<file path="src/rtl/pixwin_pkg.sv">
package pixwin_pkg;
    typedef enum logic [1:0] {
        MODE_IDLE = 2'd0,
        MODE_LOAD = 2'd1,
        MODE_DUMP = 2'd2
    } mode_e;

    typedef enum logic [1:0] {
        PH_WAIT = 2'd0,
        PH_BYTE = 2'd1,
        PH_ACK  = 2'd2
    } phase_e;

    localparam logic [3:0]  OP_LOAD   = 4'h9;
    localparam logic [3:0]  OP_DUMP   = 4'hA;
    localparam logic [31:0] IDLE_WORD = 32'hDEADBEEF;
    localparam int          LANES     = 4;
endpackage

</file>
<file path="src/rtl/pixwin_walker.sv">
module pixwin_walker
    import pixwin_pkg::*;
#(
    parameter int CW = 12,
    parameter int PW = 12,
    parameter int AW = 20
) (
    input  logic          clk,
    input  logic          rst_n,
    input  logic          cmd_valid,
    input  logic [3:0]    cmd_op,
    input  logic [PW-1:0] cfg_pitch,
    input  logic [CW-1:0] cfg_org_y,
    input  logic [CW-1:0] cfg_org_x,
    input  logic [CW-1:0] cfg_xlim,
    input  logic [CW-1:0] cfg_ylim,
    input  logic          step,
    output mode_e         mode,
    output logic [AW-1:0] base_addr
);
    localparam int XW = CW + 1;

    mode_e         mode_q, mode_d;
    logic [XW-1:0] x_q, x_d, y_q, y_d, x_inc, y_inc;
    logic [PW-1:0] pitch_q;
    logic [CW-1:0] orgy_q, orgx_q, xlim_q, ylim_q;

    // next position and mode
    always_comb begin
        mode_d = mode_q;
        x_d    = x_q;
        y_d    = y_q;
        x_inc  = x_q + XW'(LANES);
        y_inc  = y_q + XW'(1);
        if (cmd_valid) begin
            x_d = '0;
            y_d = '0;
            unique case (cmd_op)
                OP_LOAD: mode_d = MODE_LOAD;
                OP_DUMP: mode_d = MODE_DUMP;
                default: mode_d = MODE_IDLE;
            endcase
        end else if (step && mode_q != MODE_IDLE) begin
            if (x_inc > {1'b0, xlim_q}) begin
                x_d = '0;
                y_d = y_inc;
                if (y_inc > {1'b0, ylim_q}) mode_d = MODE_IDLE;
            end else begin
                x_d = x_inc;
            end
        end
    end

    always_ff @(posedge clk or negedge rst_n) begin
        if (!rst_n) begin
            mode_q  <= MODE_IDLE;
            x_q     <= '0;
            y_q     <= '0;
            pitch_q <= '0;
            orgy_q  <= '0;
            orgx_q  <= '0;
            xlim_q  <= '0;
            ylim_q  <= '0;
        end else begin
            mode_q <= mode_d;
            x_q    <= x_d;
            y_q    <= y_d;
            if (cmd_valid) begin
                pitch_q <= cfg_pitch;
                orgy_q  <= cfg_org_y;
                orgx_q  <= cfg_org_x;
                xlim_q  <= cfg_xlim;
                ylim_q  <= cfg_ylim;
            end
        end
    end

    // outputs
    always_comb begin
        mode      = mode_q;
        base_addr = AW'(pitch_q) * (AW'(y_q) + AW'(orgy_q)) + AW'(x_q) + AW'(orgx_q);
    end

    a_r5_x_within_limit: assert property (@(posedge clk) disable iff (!rst_n)
        (mode_q != MODE_IDLE) |-> (x_q <= {1'b0, xlim_q}));
    a_r5_x_aligned: assert property (@(posedge clk) disable iff (!rst_n)
        x_q[1:0] == 2'b00);
    a_r6_row_within_limit: assert property (@(posedge clk) disable iff (!rst_n)
        (mode_q != MODE_IDLE) |-> (y_q <= {1'b0, ylim_q}));
    a_r2_cmd_clears_pos: assert property (@(posedge clk) disable iff (!rst_n)
        cmd_valid |=> (x_q == '0 && y_q == '0));
endmodule

</file>
<file path="src/rtl/pixwin_lane.sv">
module pixwin_lane
    import pixwin_pkg::*;
#(
    parameter int AW = 20
) (
    input  logic          clk,
    input  logic          rst_n,
    input  logic          flush,
    input  mode_e         mode,
    input  logic [AW-1:0] base_addr,
    input  logic          host_req,
    input  logic          host_we,
    input  logic [31:0]   host_wdata,
    output logic          host_ack,
    output logic [31:0]   host_rdata,
    output logic          fb_req,
    output logic          fb_we,
    output logic [AW-1:0] fb_addr,
    output logic [7:0]    fb_wdata,
    input  logic          fb_ready,
    input  logic [7:0]    fb_rdata,
    output logic          step
);
    phase_e      ph_q, ph_d;
    logic [1:0]  idx_q;
    logic        we_q;
    logic [31:0] wdata_q, rdata_q;
    logic        hit;

    assign hit = host_we ? (mode == MODE_LOAD) : (mode == MODE_DUMP);

    always_comb begin
        ph_d = ph_q;
        unique case (ph_q)
            PH_WAIT: if (host_req) ph_d = hit ? PH_BYTE : PH_ACK;
            PH_BYTE: if (fb_ready && idx_q == 2'd3) ph_d = PH_ACK;
            PH_ACK:  ph_d = PH_WAIT;
            default: ph_d = PH_WAIT;
        endcase
        if (flush) ph_d = PH_WAIT;
    end

    always_ff @(posedge clk or negedge rst_n) begin
        if (!rst_n) begin
            ph_q    <= PH_WAIT;
            idx_q   <= '0;
            we_q    <= 1'b0;
            wdata_q <= '0;
            rdata_q <= '0;
        end else begin
            ph_q <= ph_d;
            if (!flush) begin
                if (ph_q == PH_WAIT && host_req) begin
                    idx_q   <= '0;
                    we_q    <= host_we;
                    wdata_q <= host_wdata;
                    if (!hit && !host_we) rdata_q <= IDLE_WORD;
                end
                if (ph_q == PH_BYTE && fb_ready) begin
                    idx_q <= idx_q + 2'd1;
                    if (!we_q) rdata_q[{idx_q, 3'b000} +: 8] <= fb_rdata;
                end
            end
        end
    end

    always_comb begin
        fb_req     = (ph_q == PH_BYTE);
        fb_we      = we_q;
        fb_addr    = base_addr + AW'(idx_q);
        fb_wdata   = wdata_q[{idx_q, 3'b000} +: 8];
        host_ack   = (ph_q == PH_ACK);
        host_rdata = rdata_q;
        step       = (ph_q == PH_BYTE) && fb_ready && (idx_q == 2'd3) && !flush;
    end

    a_r10_hold_while_stalled: assert property (@(posedge clk) disable iff (!rst_n)
        (fb_req && !fb_ready && !flush) |=> (fb_req && $stable(fb_addr)));
    a_r10_ack_single_pulse: assert property (@(posedge clk) disable iff (!rst_n)
        host_ack |=> !host_ack);
endmodule

</file>
<file path="src/rtl/pixel_window.sv">
module pixel_window
    import pixwin_pkg::*;
#(
    parameter int CW = 12,
    parameter int PW = 12,
    parameter int AW = 20
) (
    input  logic          clk,
    input  logic          rst_n,
    input  logic          cmd_valid,
    input  logic [3:0]    cmd_op,
    input  logic [PW-1:0] cfg_pitch,
    input  logic [CW-1:0] cfg_org_y,
    input  logic [CW-1:0] cfg_org_x,
    input  logic [CW-1:0] cfg_xlim,
    input  logic [CW-1:0] cfg_ylim,
    input  logic          host_req,
    input  logic          host_we,
    input  logic [31:0]   host_wdata,
    output logic          host_ack,
    output logic [31:0]   host_rdata,
    output logic [1:0]    xfer_mode,
    output logic          fb_req,
    output logic          fb_we,
    output logic [AW-1:0] fb_addr,
    output logic [7:0]    fb_wdata,
    input  logic          fb_ready,
    input  logic [7:0]    fb_rdata
);
    mode_e         mode;
    logic [AW-1:0] base_addr;
    logic          step;

    pixwin_walker #(.CW(CW), .PW(PW), .AW(AW)) u_walker (
        .clk       (clk),
        .rst_n     (rst_n),
        .cmd_valid (cmd_valid),
        .cmd_op    (cmd_op),
        .cfg_pitch (cfg_pitch),
        .cfg_org_y (cfg_org_y),
        .cfg_org_x (cfg_org_x),
        .cfg_xlim  (cfg_xlim),
        .cfg_ylim  (cfg_ylim),
        .step      (step),
        .mode      (mode),
        .base_addr (base_addr)
    );

    pixwin_lane #(.AW(AW)) u_lane (
        .clk        (clk),
        .rst_n      (rst_n),
        .flush      (cmd_valid),
        .mode       (mode),
        .base_addr  (base_addr),
        .host_req   (host_req),
        .host_we    (host_we),
        .host_wdata (host_wdata),
        .host_ack   (host_ack),
        .host_rdata (host_rdata),
        .fb_req     (fb_req),
        .fb_we      (fb_we),
        .fb_addr    (fb_addr),
        .fb_wdata   (fb_wdata),
        .fb_ready   (fb_ready),
        .fb_rdata   (fb_rdata),
        .step       (step)
    );

    assign xfer_mode = mode;

    a_r8_write_needs_load: assert property (@(posedge clk) disable iff (!rst_n)
        (fb_req && fb_we) |-> (mode == MODE_LOAD));
    a_r7_read_needs_dump: assert property (@(posedge clk) disable iff (!rst_n)
        (fb_req && !fb_we) |-> (mode == MODE_DUMP));
endmodule

</file>
<file path="config.mk">
export PLATFORM = sky130hd
export DESIGN_NAME = pixel_window
export DESIGN_NICKNAME = d
export VERILOG_FILES = /design/src/rtl/pixwin_pkg.sv /design/src/rtl/pixwin_walker.sv /design/src/rtl/pixwin_lane.sv /design/src/rtl/pixel_window.sv
export SDC_FILE = /design/constraint.sdc
export NUM_CORES = 1
export LEC_CHECK = 0
export ABC_AREA = 1
export CORE_MARGIN = 10
export CORE_UTILIZATION = 45
export CTS_CLUSTER_DIAMETER = 40
export DETAILED_ROUTE_END_ITERATION = 12
export PLACE_DENSITY = 0.7
export SETUP_SLACK_MARGIN = 0.05
export SYNTH_ARGS = -nofsm -noshare
export SYNTH_HDL_FRONTEND = slang
export SYNTH_HIERARCHICAL = 1
export SYNTH_SLANG_ARGS = --single-unit
</file>
<file path="constraint.sdc">
create_clock -name clk -period 9.77 [get_ports clk]
set_clock_uncertainty 0.1 [all_clocks]
set_input_delay 1.4655 -clock clk [delete_from_list [all_inputs] [get_ports clk]]
set_output_delay 1.4655 -clock clk [all_outputs]
set_load 0.05 [all_outputs]
</file>
# Word-level counts from Yosys, hierarchy flattened
# Index checks and enable logic that the tools add are counted.
# W data, S select, Z words.
# totals
register_bits,157
inputBits,110
output_inout_bits,65
elab_cells,83
# classes
n_addsub,8
multipliers,1
n_lt_le_gt_ge,2
eq_ne,9
shifts,3
muxes,25
bitwise,1
reduce_logical,21
# ops
op,n
$mux W32,5
$mux W13,6
$bwmux W32,1
$shift A8 B7 Y32 const A,1
$shiftx A32 B6 Y8,1
$shiftx A8 B7 Y32,1
$gt A13 B12 Y1,2
$add A20 B12 Y20,1
$add A20 B13 Y20,1
$add A20 B2 Y20,1
$mul A12 B20 Y20,1
$mux W2,10
$add A13 B12 Y14,1
$add A13 B1 Y13 const B,1
$add A13 B3 Y13 const B,1
$reduce_bool A2 Y1,5
$eq A4 B4 Y1 const B,2
$pmux W2 S2,2
$reduce_and A2 Y1,4
$logic_and A1 B1 Y1,7
$neg A5 Y7,1
$eq A2 B2 Y1 const B,3
$eq A2 B1 Y1 const B,2
$logic_not A1 Y1,3
other kinds (7),7

# Logic depth before layout (Yosys ltp)
# depth
depth_word,10
ltp_mapped,39

# Modules after synthesis
# The synthesis kept the hierarchy.
# modules_own_cells
mod,n_inst,cells_per_inst,area_per_inst_um2,seq_area_each_um2
pixwin_walker,1,1316,10371.2,2152.1
pixwin_lane,1,572,4096.4,1726.7

# Worst setup path after synthesis
# No wires, ideal clock.
# synth_path
path_type,register to output
startpoint,register u_walker.y_q[0]
endpoint,output fb_addr[14]
arrival_ns,7.484
t_required_ns,8.205
path_slack_ns,0.720
path_stages_with_launch,38
n_path_buf,0
path_cell_list,dfrtp_1 -> ha_1 -> inv_1 -> fa_1 -> inv_1 -> nand3_1 -> nand2_4 -> a21oi_1 -> xnor2_1 -> inv_1 -> nor2_1 -> fa_1 -> inv_1 -> fa_1 -> inv_1 -> fa_1 -> inv_1 -> fa_1 -> [2 not listed] -> inv_1 -> fa_1 -> inv_1 -> ha_1 -> nand2_1 -> a21oi_1 -> a211oi_1 -> nand2_1 -> a21boi_1 -> inv_1 -> nand3_1 -> nand2_1 -> xor2_1 -> nand2_1 -> nor2_1 -> nand2_1 -> nor2_1 -> xor2_1
# synth_via
elab_chain_cells,5
# synth_rtl
item,line_no,rtl
from (decl),pixwin_walker.sv:24,"logic [XW-1:0] x_q, x_d, y_q, y_d, x_inc, y_inc;"
from (signal assigned),pixwin_walker.sv:67,y_q <= y_d;
$add A13 B12 Y14,pixwin_walker.sv:81,base_addr = AW'(pitch_q) * (AW'(y_q) + AW'(orgy_q)) + AW'(x_q) + AW'(orgx_q);
$mul A12 B20 Y20,pixwin_walker.sv:81,
$add A20 B13 Y20,pixwin_walker.sv:81,
$add A20 B12 Y20,pixwin_walker.sv:81,
via base_addr[13],pixel_window.sv:31,logic [AW-1:0] base_addr;
$add A20 B2 Y20,pixwin_lane.sv:70,fb_addr = base_addr + AW'(idx_q);
to (decl),pixel_window.sv:25,"output logic [AW-1:0] fb_addr,"
# The timed path passes the listed nets, and every way through them passes these cells.

# Worst setup path in the final report
# layout_path
startpoint,register u_walker.y_q[0]
endpoint,output fb_addr[16]
# Same word-level chain as after synthesis.

==> run metrics <==
DIE AREA=about 0.040 mm2; worst reg-to-reg setup slack=6.54 ns; number of maximum-capacitance constraint violations=0; maximum single-stage delay on the critical path=between 0.5 and 0.6 ns; number of synthesized flops with an enable pin=0; insertion delay of the later-clocked pin in the worst-skew pair=approximately 0.43 ns; flip-flop and latch count after synthesis=about 160; instance count of the mapped netlist=roughly 1900; Final Core Density=0.549; highest clock frequency the design can meet=between 0.1 and 0.15 GHz; area post-placement=between 0.015 and 0.02 mm2; Critical Path Start=u_walker/y_q[0]; height of the die=199 um; post-route DRC violation count=0; number of vias per cell=between 4 and 5; worst flop-to-flop path startpoint=u_lane/idx_q[0]; data required time of the worst path=a little over 8 ns; top fanout value on the critical path=7; number of hold-repair buffers added at the cts stage=0; number of warnings printed during yosys synthesis=6; share of synthesized registers carrying an async set or reset=1.00; wire length per cell=15.7 um; crit start category=register; Cell Count Post-Placement=2429; actual slew at the worst max-slew pin=roughly 0.95 ns; CTS Root Cell=clkbuf_16; NumNets Final=2393; Area contributors post-synth=dfrtp_1 (27%), fa_1 (18%), nand2_1 (14%); max-slew violations=0; Top Family by Delay on Critical Path=adder cells; top cell type by total area after synthesis=dfrtp_1; ratio of cells with drive above 1 in the final layout=0.0596; PortBufs=174; share of the clock period used by the worst path=0.963; worst hold-check path type=reg2reg; clock transition time at the flip-flop clock pins of the worst setup and hold paths=about 0.070 ns; count of clock tree sinks=~160; Synth cell types=47; worst setup slack after layout=approximately 0.36 ns; Hold Crit Start=u_lane/wdata_q[15]; maximum number of pins on one net before global-route repair=between 100 and 150; summed instance area of the synthesized netlist=between 0.01 and 0.015 mm2; WL final=38.8 mm; CP max-delay cell=fa_1; GRT Residual Overflow=0; drt pass-1 iters=5; layout overhead on the synthesized area=20.1%; CTS H-tree depth=4; flip-flop cell with the highest count after synthesis=dfrtp_1; setup repair after global routing missed its margin=yes; WP buf/inv=13; Layout fillers=2915; number of endpoints failing setup at the final stage=0; critical path's most frequent cell=inv_1; number of buffers added by the clock tree synthesis step=17; worst relative slew slack=0.366; num rows=between 60 and 70; first-pass GRT wire length=between 60 and 70 mm; Overall Global Routing Usage=0.197; Period minus WS final=about 9.4 ns; proportion of netlist area held by the largest area contributor=0.268; count of endpoints failing hold in the final timing report=0; DR vias=between 10000 and 15000; Initial DRC Count=658; arrival time at the worst endpoint=a little under 8 ns; number of buffers on the longest clock path=2; antenna violations before repair=4; core region area=0.0316 mm2; starting density of the core=0.457; post-route non-filler standard cell count=~2500; TritonCTS clock tree=built; sort of element at the end of the critical path=primary output; Avg Inst Size Synth=7.66 um2; weighted congestion reported at the end of routability-driven placement=about 0.91; class of the most critical setup path=reg2out; detailed-placement wirelength estimate=about 31 mm; Place WS=~0.4 ns; number of global-route vias before repair=approximately 12000; final instance area=roughly 0.017 mm2; number of top-level pins=175; remaining antenna violation count=0; outcome=finished clean; sequential element share of the synthesized area=0.268; Die Span X=199 um
kinds of logic (layout without fill, tap and decap cells):
logic type,Yosys count,in the layout,share of synthesized area
simple gates,848,848,0.251
fa+ha+maj,232,232,0.268
xor+xnor,56,56,0.0362
other cells,1,4,0.000259
buf+inv,432,607,0.115
compound gates,164,164,0.0612
flops,155,155,0.268
cells in the final DEF, fill, tap and decap left out, types with 10 or more instances in the layout:
| cell type | instances |
|---|---|
| nand2_1 | 551 |
| clkbuf_16 | 17 |
| xnor2_1 | 13 |
| xor2_1 | 36 |
| fa_1 | 129 |
| nand3_1 | 93 |
| a21oi_1 | 33 |
| clkdlybuf4s50_1 | 159 |
| ha_1 | 98 |
| inv_1 | 375 |
| o21ai_1 | 10 |
| buf_4 | 19 |
| dfrtp_1 | 154 |
| nor2_1 | 131 |
| nand4_1 | 20 |
| o21ai_0 | 93 |
worst register-to-register path, stage by stage (launching register included):
cell and delay, ns:
dfrtp_1 0.96, inv_1 0.66, ha_1 0.52, inv_1 0.33
nand2_1 0.14, nor2_1 0.17, nand2_1 0.09, nand2_1 0.09
nand2_1 0.06, inv_1 0.05
repair_timing:
action                                  CTS  global route
endpoints found under the setup margin    5            13
buffers inserted                          0             5
hold endpoints to repair                  0             0
gates resized for setup                   3            25
pin swaps                                 0            11
gates cloned                              0             0
flip-flops by register name, summed over array words and instances, names as in the netlist, 12 cells and up:
signal	cells
u_lane/host_rdata	32
u_walker/orgy_q	12
u_lane/wdata_q	32
u_walker/pitch_q	12
u_walker/xlim_q	12
u_walker/ylim_q	12
u_walker/orgx_q	12
u_walker/y_q	13
routing by layer:
layer  wire [um]  GRT usage
met5          13          0
met4         699     0.0574
met3        2230     0.0500
met2       18500      0.320
met1       17400      0.254
worst paths after layout:
path	to	cells after the start
worst min register to register	u_lane/wdata_q[15]	2
max in group asynchronous	u_lane/wdata_q[8]	2
min in group asynchronous	u_lane/host_rdata[30]	1
worst min-delay path	u_lane/wdata_q[15]	2
worst max register to register	u_lane/host_rdata[9]	9
worst max-delay path	fb_addr[16]	40
cell type report:
type                            instances  area (um2)  area share
Multi-Input combinational cell       1302        9040       0.520
Inverter                              387        1460      0.0841
Clock inverter                         14         160     0.00922
Sequential cell                       155        3880       0.223
Timing Repair Buffer                  188        1900       0.109
Tap cell                              402         503      0.0289
Clock buffer                           18         429      0.0247
Antenna cell                            2        5.00    0.000288
synthesized netlist by cell type (2+ instances only):
library cell and instances:
nand3b_1 5, o21bai_1 6, nand2_4 8, nor2_2 3, nand3_4 3, buf_6 3, nand3_2 3, a211oi_1 3
nor3_2 4, clkinv_1 2, xnor2_1 13, nand2_1 552, fa_1 130, nand3_1 93, nand2_2 7, o21ai_0 96
nor2_1 133, dfrtp_1 155, buf_2 7, ha_1 102, inv_1 377, nor2_8 2, nor3_1 8, buf_4 4
xor2_1 41, o22ai_1 8, o21ai_1 8, nand4_1 20, buf_1 2, nor4_1 2, a21oi_1 35, nor4_2 2
inv_2 7, clkbuf_1 29, a21o_1 3
through the flow:
step                      hold slack, ns  setup TNS, ns
final                              0.366              0
after global routing               0.386        -0.0642
after global placement             0.351              0
after CTS                          0.370              0
after floorplan                    0.337              0
after detailed placement           0.353              0
Power is left out: the tool's default activity adds up to more than one toggle a clock period on the data nets, which glitch-free logic cannot reach.
